## src/rtl/sertx_pkg.sv

```systemverilog
package sertx_pkg;

  typedef enum logic [1:0] {
    PAR_NONE = 2'b00,
    PAR_ZERO = 2'b01,
    PAR_ODD  = 2'b10,
    PAR_EVEN = 2'b11
  } par_mode_e;

  typedef struct packed {
    logic      enable;
    par_mode_e par;
    logic      len_full;
    logic      stop_two;
  } tx_cfg_t;

  // Bit positions of the mode byte: 7 enable, 5:4 parity, 3 length, 2 stop.
  function automatic tx_cfg_t decode_mode(input logic [7:0] m);
    tx_cfg_t c;
    c.enable   = m[7];
    c.par      = par_mode_e'(m[5:4]);
    c.len_full = m[3];
    c.stop_two = m[2];
    return c;
  endfunction

endpackage

```

## src/rtl/sertx_mode_reg.sv

```systemverilog
module sertx_mode_reg
  import sertx_pkg::*;
(
  input  logic       clk,
  input  logic       rst_n,
  input  logic       we,
  input  logic [7:0] wdata,
  output tx_cfg_t    cfg
);

  logic unused_mode_bits;
  assign unused_mode_bits = ^{wdata[6], wdata[1:0]};

  always_ff @(posedge clk) begin
    if (!rst_n) cfg <= decode_mode(8'h00);
    else if (we) cfg <= decode_mode(wdata);
  end

endmodule

```

## src/rtl/sertx_bit_timer.sv

```systemverilog
module sertx_bit_timer #(
  parameter int TICKS_PER_BIT = 16
) (
  input  logic clk,
  input  logic rst_n,
  input  logic run,
  input  logic restart,
  input  logic tick,
  output logic bit_end
);

  localparam int CW = (TICKS_PER_BIT > 1) ? $clog2(TICKS_PER_BIT) : 1;
  localparam logic [CW-1:0] LAST = CW'(TICKS_PER_BIT - 1);

  logic [CW-1:0] cnt;

  assign bit_end = run && tick && (cnt == LAST);

  always_ff @(posedge clk) begin
    if (!rst_n || restart || !run) cnt <= '0;
    else if (bit_end) cnt <= '0;
    else if (tick) cnt <= cnt + 1'b1;
  end

  AST_TICK_HOLD: assert property (@(posedge clk) disable iff (!rst_n)
    (run && !tick && !restart) |=> $stable(cnt));

endmodule

```

## src/rtl/sertx_frame_shifter.sv

```systemverilog
module sertx_frame_shifter
  import sertx_pkg::*;
#(
  parameter int DATA_W = 8
) (
  input  logic              clk,
  input  logic              rst_n,
  input  logic              load,
  input  logic [DATA_W-1:0] data,
  input  tx_cfg_t           cfg,
  input  logic              advance,
  output logic              line,
  output logic              last
);

  localparam int FRAME_MAX = 1 + DATA_W + 1 + 2;
  localparam int CNT_W     = $clog2(FRAME_MAX + 1);

  logic [FRAME_MAX-1:0] frame;
  logic [CNT_W-1:0]     bits_left;

  function automatic int char_len(input logic full);
    return full ? DATA_W : DATA_W - 1;
  endfunction

  function automatic logic parity_bit(input logic [DATA_W-1:0] d, input tx_cfg_t c);
    logic ones;
    int   n;
    ones = 1'b0;
    n    = char_len(c.len_full);
    for (int i = 0; i < DATA_W; i++) if (i < n) ones = ones ^ d[i];
    case (c.par)
      PAR_ODD:  return ~ones;
      PAR_EVEN: return ones;
      default:  return 1'b0;
    endcase
  endfunction

  function automatic logic [FRAME_MAX-1:0] build_frame(input logic [DATA_W-1:0] d,
                                                       input tx_cfg_t c);
    logic [FRAME_MAX-1:0] v;
    int n;
    v    = '1;
    v[0] = 1'b0;
    n    = char_len(c.len_full);
    for (int i = 0; i < DATA_W; i++) if (i < n) v[i+1] = d[i];
    for (int i = 0; i < FRAME_MAX; i++)
      if (c.par != PAR_NONE && i == n + 1) v[i] = parity_bit(d, c);
    return v;
  endfunction

  function automatic logic [CNT_W-1:0] frame_bits(input tx_cfg_t c);
    int n;
    n = 1 + char_len(c.len_full) + ((c.par != PAR_NONE) ? 1 : 0) + (c.stop_two ? 2 : 1);
    return CNT_W'(n);
  endfunction

  assign line = frame[0];
  assign last = (bits_left == CNT_W'(1));

  always_ff @(posedge clk) begin
    if (!rst_n) begin
      frame     <= '1;
      bits_left <= '0;
    end else if (load) begin
      frame     <= build_frame(data, cfg);
      bits_left <= frame_bits(cfg);
    end else if (advance) begin
      frame     <= {1'b1, frame[FRAME_MAX-1:1]};
      bits_left <= bits_left - 1'b1;
    end
  end

  AST_LOAD_START: assert property (@(posedge clk) disable iff (!rst_n)
    load |=> !line);
  AST_STOP_HIGH: assert property (@(posedge clk) disable iff (!rst_n)
    (advance && last) |=> line);

endmodule

```

## src/rtl/sertx_top.sv

```systemverilog
module sertx_top
  import sertx_pkg::*;
#(
  parameter int DATA_W        = 8,
  parameter int TICKS_PER_BIT = 16
) (
  input  logic              clk,
  input  logic              rst_n,
  input  logic              cfg_we,
  input  logic [7:0]        cfg_data,
  input  logic              baud_tick,
  input  logic              in_valid,
  input  logic [DATA_W-1:0] in_data,
  output logic              in_ready,
  output logic              tx_line,
  output logic              port_mode,
  output logic              busy,
  output logic              done
);

  tx_cfg_t cfg;
  logic    accept;
  logic    bit_end;
  logic    last_bit;
  logic    frame_end;

  sertx_mode_reg u_mode (
    .clk   (clk),
    .rst_n (rst_n),
    .we    (cfg_we),
    .wdata (cfg_data),
    .cfg   (cfg)
  );

  assign port_mode = ~cfg.enable;
  assign in_ready  = cfg.enable && !busy;
  assign accept    = in_valid && in_ready;
  assign frame_end = bit_end && last_bit;

  sertx_bit_timer #(.TICKS_PER_BIT(TICKS_PER_BIT)) u_timer (
    .clk     (clk),
    .rst_n   (rst_n),
    .run     (busy),
    .restart (accept),
    .tick    (baud_tick),
    .bit_end (bit_end)
  );

  sertx_frame_shifter #(.DATA_W(DATA_W)) u_shift (
    .clk     (clk),
    .rst_n   (rst_n),
    .load    (accept),
    .data    (in_data),
    .cfg     (cfg),
    .advance (bit_end),
    .line    (tx_line),
    .last    (last_bit)
  );

  always_ff @(posedge clk) begin
    if (!rst_n) begin
      busy <= 1'b0;
      done <= 1'b0;
    end else begin
      done <= frame_end;
      if (accept) busy <= 1'b1;
      else if (frame_end) busy <= 1'b0;
    end
  end

  AST_ACCEPT_BUSY: assert property (@(posedge clk) disable iff (!rst_n)
    (in_valid && in_ready) |=> busy);
  AST_IDLE_LINE: assert property (@(posedge clk) disable iff (!rst_n)
    !busy |-> tx_line);
  AST_DONE_SINGLE: assert property (@(posedge clk) disable iff (!rst_n)
    done |=> !done);
  AST_DONE_AT_END: assert property (@(posedge clk) disable iff (!rst_n)
    done |-> (!busy && $past(busy)));

endmodule

```

## config.mk

```make
export PLATFORM = sky130hd
export DESIGN_NAME = sertx_top
export DESIGN_NICKNAME = d
export VERILOG_FILES = /design/src/rtl/sertx_pkg.sv /design/src/rtl/sertx_mode_reg.sv /design/src/rtl/sertx_bit_timer.sv /design/src/rtl/sertx_frame_shifter.sv /design/src/rtl/sertx_top.sv
export SDC_FILE = /design/constraint.sdc
export NUM_CORES = 1
export LEC_CHECK = 0
export ABC_AREA = 1
export BUFFER_PORTS_ARGS = -buffer_cell sky130_fd_sc_hd__buf_2
export CORE_MARGIN = 3
export CORE_UTILIZATION = 40
export DETAILED_ROUTE_END_ITERATION = 8
export RECOVER_POWER = 50
export SYNTH_ARGS = -nofsm -noshare
export SYNTH_HDL_FRONTEND = slang
export SYNTH_SLANG_ARGS = --single-unit
```

## constraint.sdc

```tcl
create_clock -name clk -period 1.8 [get_ports clk]
set_input_delay 0.36 -clock clk [delete_from_list [all_inputs] [get_ports clk]]
set_output_delay 0.36 -clock clk [all_outputs]
set_load 0.02 [all_outputs]
```

# After elaboration in Yosys (flattened, before gate mapping)

Index checks and enable logic that the tools add are counted.

Memories: 0
Memory bits (read-only): 0
Bits in registers: 27
Latch bits: 0
Output and inout bits: 5
Bits in writable memories: 0
Logic and storage cells: 574

Shift operators: 0
Add/subtract/negate cells: 5
Equal/unequal tests: 15
Mux-type cells: 414
Order comparisons: 8
Multipliers: 0
Reductions and logical operators: 26
Bitwise logic cells: 97
Divide/modulo/power cells: 0

Operator list:

| kind                | number |
|---|---|
| $mux 1              | 396 |
| $lt 4x32->1 const A | 4 |
| $xor 1x1->1         | 84 |
| $lt 3x32->1 const A | 2 |
| $logic_not 32->1    | 1 |
| $lt 1x32->1 const A | 1 |
| $lt 2x32->1 const A | 1 |
| $mux 12             | 2 |
| $pmux 1 s2          | 12 |
| $eq 3x5->1 const A  | 4 |
| $eq 4x5->1 const A  | 4 |
| $logic_and 1x1->1   | 17 |
| $not 1->1           | 13 |
| $mux 4              | 3 |
| $eq 2x5->1 const A  | 2 |
| $add 4x4->4         | 2 |
| $reduce_bool 2->1   | 3 |
| $add 1x4->5 const A | 1 |
| $eq 1x5->1 const A  | 1 |
| $add 4x1->4 const B | 1 |
| $eq 2x2->1 const B  | 2 |
| $eq 4x1->1 const B  | 1 |
| $eq 4x4->1 const B  | 1 |
| $sub 4x1->4 const B | 1 |
| 4 further kinds     | 6 |

# Logic depth before layout (Yosys ltp)

Word-level depth: 46
Depth in mapped cells: 14

# Hierarchy

Synthesis repeated with hierarchy kept, for this count alone.

Cells, all modules: 188
Area, all modules: 1,301.2 µm²

By module, submodules not included:

| module              | times used | cells an instance | area each (µm²) | sequential area each (µm²) |
|---|---|---|---|---|
| sertx_frame_shifter | 1          | 120               | 818.3           | 280.3 |
| sertx_mode_reg      | 1          | 31                | 205.2           | 100.1 |
| sertx_bit_timer     | 1          | 25                | 188.9           | 80.1 |
| sertx_top           | 1          | 12                | 88.8            | 40.0 |

# Worst setup path after synthesis

No wires, ideal clock.

Kind: register to register
From: reg u_mode.cfg[2] (netlist name)
To: reg u_shift.bits_left[1]
Clock period less this slack: 1.452 ns
Cell stages (with the launch flop): 9
Path buffers: 0
Slack: 0.348 ns
Arrival time: 1.335 ns
Required time: 1.682 ns
Cell sequence: dfxtp_1 nor2_1 fa_1 inv_1 ha_1 nand2_1 o21ai_0 o21ai_1 a21oi_1

Cells in the longest elaborated chain, start to end: 5

Ends and longest elaborated chain:

| what                     | RTL line                  | RTL |
|---|---|---|
| $reduce_bool 2->1        | sertx_frame_shifter.sv:54 | `n = 1 + char_len(c.len_full) + ((c.par != PAR_NONE) ? 1 : 0) + (c.stop_two ? 2 : 1);` |
| $mux 1                   | sertx_frame_shifter.sv:54 |  |
| $add 4x4->4 (2 in a row) | sertx_frame_shifter.sv:54 |  |
| $mux 4                   | sertx_frame_shifter.sv:65 | `end else if (load) begin` |
| end signal, assigned     | sertx_frame_shifter.sv:67 | `bits_left <= frame_bits(cfg);` |
| end signal, assigned     | sertx_frame_shifter.sv:70 | `bits_left <= bits_left - 1'b1;` |
| end, declared            | sertx_frame_shifter.sv:20 | `logic [CNT_W-1:0] bits_left;` |

No other way between the ends.
A chain may end at the register's enable or synchronous reset.

# Worst setup path after layout

From: reg u_mode.cfg[2] (netlist name)
To: reg u_shift.bits_left[1]

Cells in the longest elaborated chain, start to end: 5

Ends and longest elaborated chain:

| what                     | RTL line |
|---|---|
| $reduce_bool 2->1        | sertx_frame_shifter.sv:54 |
| $mux 1                   | sertx_frame_shifter.sv:54 |
| $add 4x4->4 (2 in a row) | sertx_frame_shifter.sv:54 |
| $mux 4                   | sertx_frame_shifter.sv:65 |

No other way between the ends.

==> metrics.txt <==
status=finished clean; core area=3100 sq um; post-synth top area share=0.377; Pins Over Slew Limit=0; routing usage on met1=0.184; Psw=305 uW; average routed wire per standard cell=10.2 microns; H-tree levels=1; Power, Total=1.04 mW; Synth cell types=33; final setup fails=0; row cnt=20; DP HPWL=2.01 mm; Final ANT Viol Nets=0; antenna violations before repair=0; Worst Hold Margin=0.252 ns; Pleak=0.740 nW; register area share after synthesis=0.377; Int Power=739 uW; sw frac=0.292; Placed Area=1470 sq um; CTS-repair resized insts=0; largest family of logic cells by synthesized area=simple AND/OR/NAND/NOR gates; vias in the first global route=1144; routability cong.=0.759; Final min period=1.54 ns; CP startpoint kind=flip-flop; Crit Path Class=reg -> reg; first-iteration detailed-routing DRC count=46; worst skew pair latency=0.32 ns; max_cap viols=0; Post-Syn Nets=210; syn avg cell area=7.21 sq um; Clock Skew=0.0168 ns; largest net degree at the start of global routing=19; chip width=63.6 microns; CTS Hold Bufs=0; worst endpoint data arrival time=1.77 ns; # DRC=0; worst hold path class=in -> reg; Die Y=63.6 microns; drt total wl=2.56 mm; clock network power share=0.242; YS warnings=0; Port Buf Inserts=22; P per Cell Area=710 nW/um^2; clock tree root driver cell=clkbuf_4; vias per std cell=4.75; 1st-pass router iterations=4; max_slew headroom=0.655; synth-to-layout area growth=10.7%; layout cell share with drive strength beyond 1=0.140; Seq pwr share=0.574; final instance area=1470 sq um; XOR/XNOR Fraction of Synth Area=0.0198; setup tns final=0 ns; unrepaired setup endpoints after global routing=false; GRT busiest layer=met2; placed cell count=247; CTS tree=yes; Post-CTS Setup Bufs=0; first-pass GRT wire length=4.61 mm; Combinational Power Share=0.184; Post-Syn Area=1330 sq um; clock tree buffer depth=2; Yosys reg bits=25; via count=1191; layout net count=234; Synth Area in Simple Gates=0.307; n_diodes=0; fin crit share=0.856; worst-case vdd ir drop=0.265 mV; die area=4050 sq um; non-filler cells in the finished layout=251; adder-cell share of the synthesized area=0.0528; met3 Use GR=0.0214; WP data required=2.03 ns; Peak Freq=649 MHz; total CTS buffers=3; IO Pins=26; Post-Synthesis Cells=184; Synth Area in Compound Gates=0.138; Worst-Margin Slew=0.518 ns; area leader, netlist=dfxtp_1; met2 Usage GRT=0.227; GRT Residual Overflow=0; initial cell density of the core=0.428; clock slew at reported path FFs=0.15 ns; total track usage=0.137; crit-path max FO=4; top cells by area, synth=dfxtp_1, nand2_1, nand3_1; clock net sink count=25; Final Hold Viols=0; multiplexer share of the synthesized area=0.00754; Worst setup EP type=flip-flop
[layer usage]
layer  wire [microns]  part of all wire
met1             1320              0.52
met2             1130              0.44
met5                0                 0
met3               87             0.034
met4               19            0.0074
[power by group through the flow]
stage | Clock (mW) | Sequential [mW] | Combinational [mW]
finish | 0.253 | 0.599 | 0.192
global route | 0.278 | 0.603 | 0.228
CTS | 0.258 | 0.600 | 0.196
detailed placement | 0 | 0.612 | 0.195
global placement | 0 | 0.611 | 0.189
floorplan | 0 | 0.611 | 0.139
[placed cells by master (no fill, tap or decap), drive strengths merged]
cell    count
o211ai      7
or2         2
a21oi       6
a31oi       1
o22ai       1
o21a        1
dfxtp      25
xor2        2
mux2i       1
ha          4
nand2      54
o21ai      10
xnor2       1
nor2       15
a221o       1
nor3        3
nand3      17
and3        1
clkbuf      9
a211oi      2
inv        24
buf        18
fa          1
clkinv      1
[area by class of cell]
cell class | count | area (sq um)
well taps | 44 | 55.1
inverters | 24 | 92.6
fillers | 343 | 1630
flip-flops and latches | 25 | 500
multi-input cells | 130 | 679
clock inverters | 1 | 5.00
repair buffers | 24 | 115
clock buffers | 3 | 22.5
[synth_stat cells]
library cell,count
clkbuf_1,2
and3_4,1
ha_1,4
inv_1,21
o21ai_1,2
or2_0,1
a221o_1,1
xor2_1,2
or2_2,1
o211ai_1,7
dfxtp_1,25
nand2_4,1
a21oi_1,6
nand3_4,1
nor3_1,3
nor2_1,14
nand3_1,16
a211oi_1,1
mux2i_1,1
nor2_2,1
nand2_1,52
o22ai_1,1
inv_2,2
o21a_1,1
inv_4,1
xnor2_1,1
buf_6,2
o21ai_0,8
buf_4,1
nand2_2,1
fa_1,1
a211oi_2,1
a31oi_1,1
[kinds of logic after synthesis]
family / count (synthesis)
adder cells (fa/ha/maj): 5
flip-flops: 25
multiplexers: 1
XOR/XNOR: 3
buffers and inverters: 29
AND/OR/NAND/NOR: 92
AO/OA/AOI/OAI: 29
[state kept, by name (all words and copies together), names as in the netlist]
| register | count |
|---|---|
| u_timer.cnt | 4 |
| busy | 1 |
| u_shift.bits_left | 4 |
| done | 1 |
| u_mode.cfg | 5 |
| u_shift.frame | 10 |
[final timing paths]
kind	from	end	slack [ns]	cells after the start
setup / recovery	u_mode.cfg[2]	u_shift.bits_left[1]	0.26	8
hold / removal	cfg_data[2]	u_mode.cfg[0]	0.25	3
setup reg to reg	u_mode.cfg[2]	u_shift.bits_left[1]	0.26	8
hold reg to reg	u_shift.frame[1]	u_shift.frame[0]	0.49	1
[worst max-delay path: stages (launching register included)]
cell and delay, ns:
dfxtp_1 0.41, nor2_1 0.10, fa_1 0.37, inv_1 0.06
ha_1 0.22, nand2_1 0.06, o21ai_0 0.07, o21ai_1 0.12
a21oi_1 0.05
[metrics by stage]
stage / utilization / setup slack [ns]
2_1_floorplan: - / 0.348
3_3_place_gp: 0.474 / 0.268
3_5_place_dp: 0.474 / 0.245
4_1_cts: 0.483 / 0.248
5_1_grt: 0.474 / 0.114
6_report: 0.474 / 0.259
No activity file was read; power rests on OpenSTA's default activity.
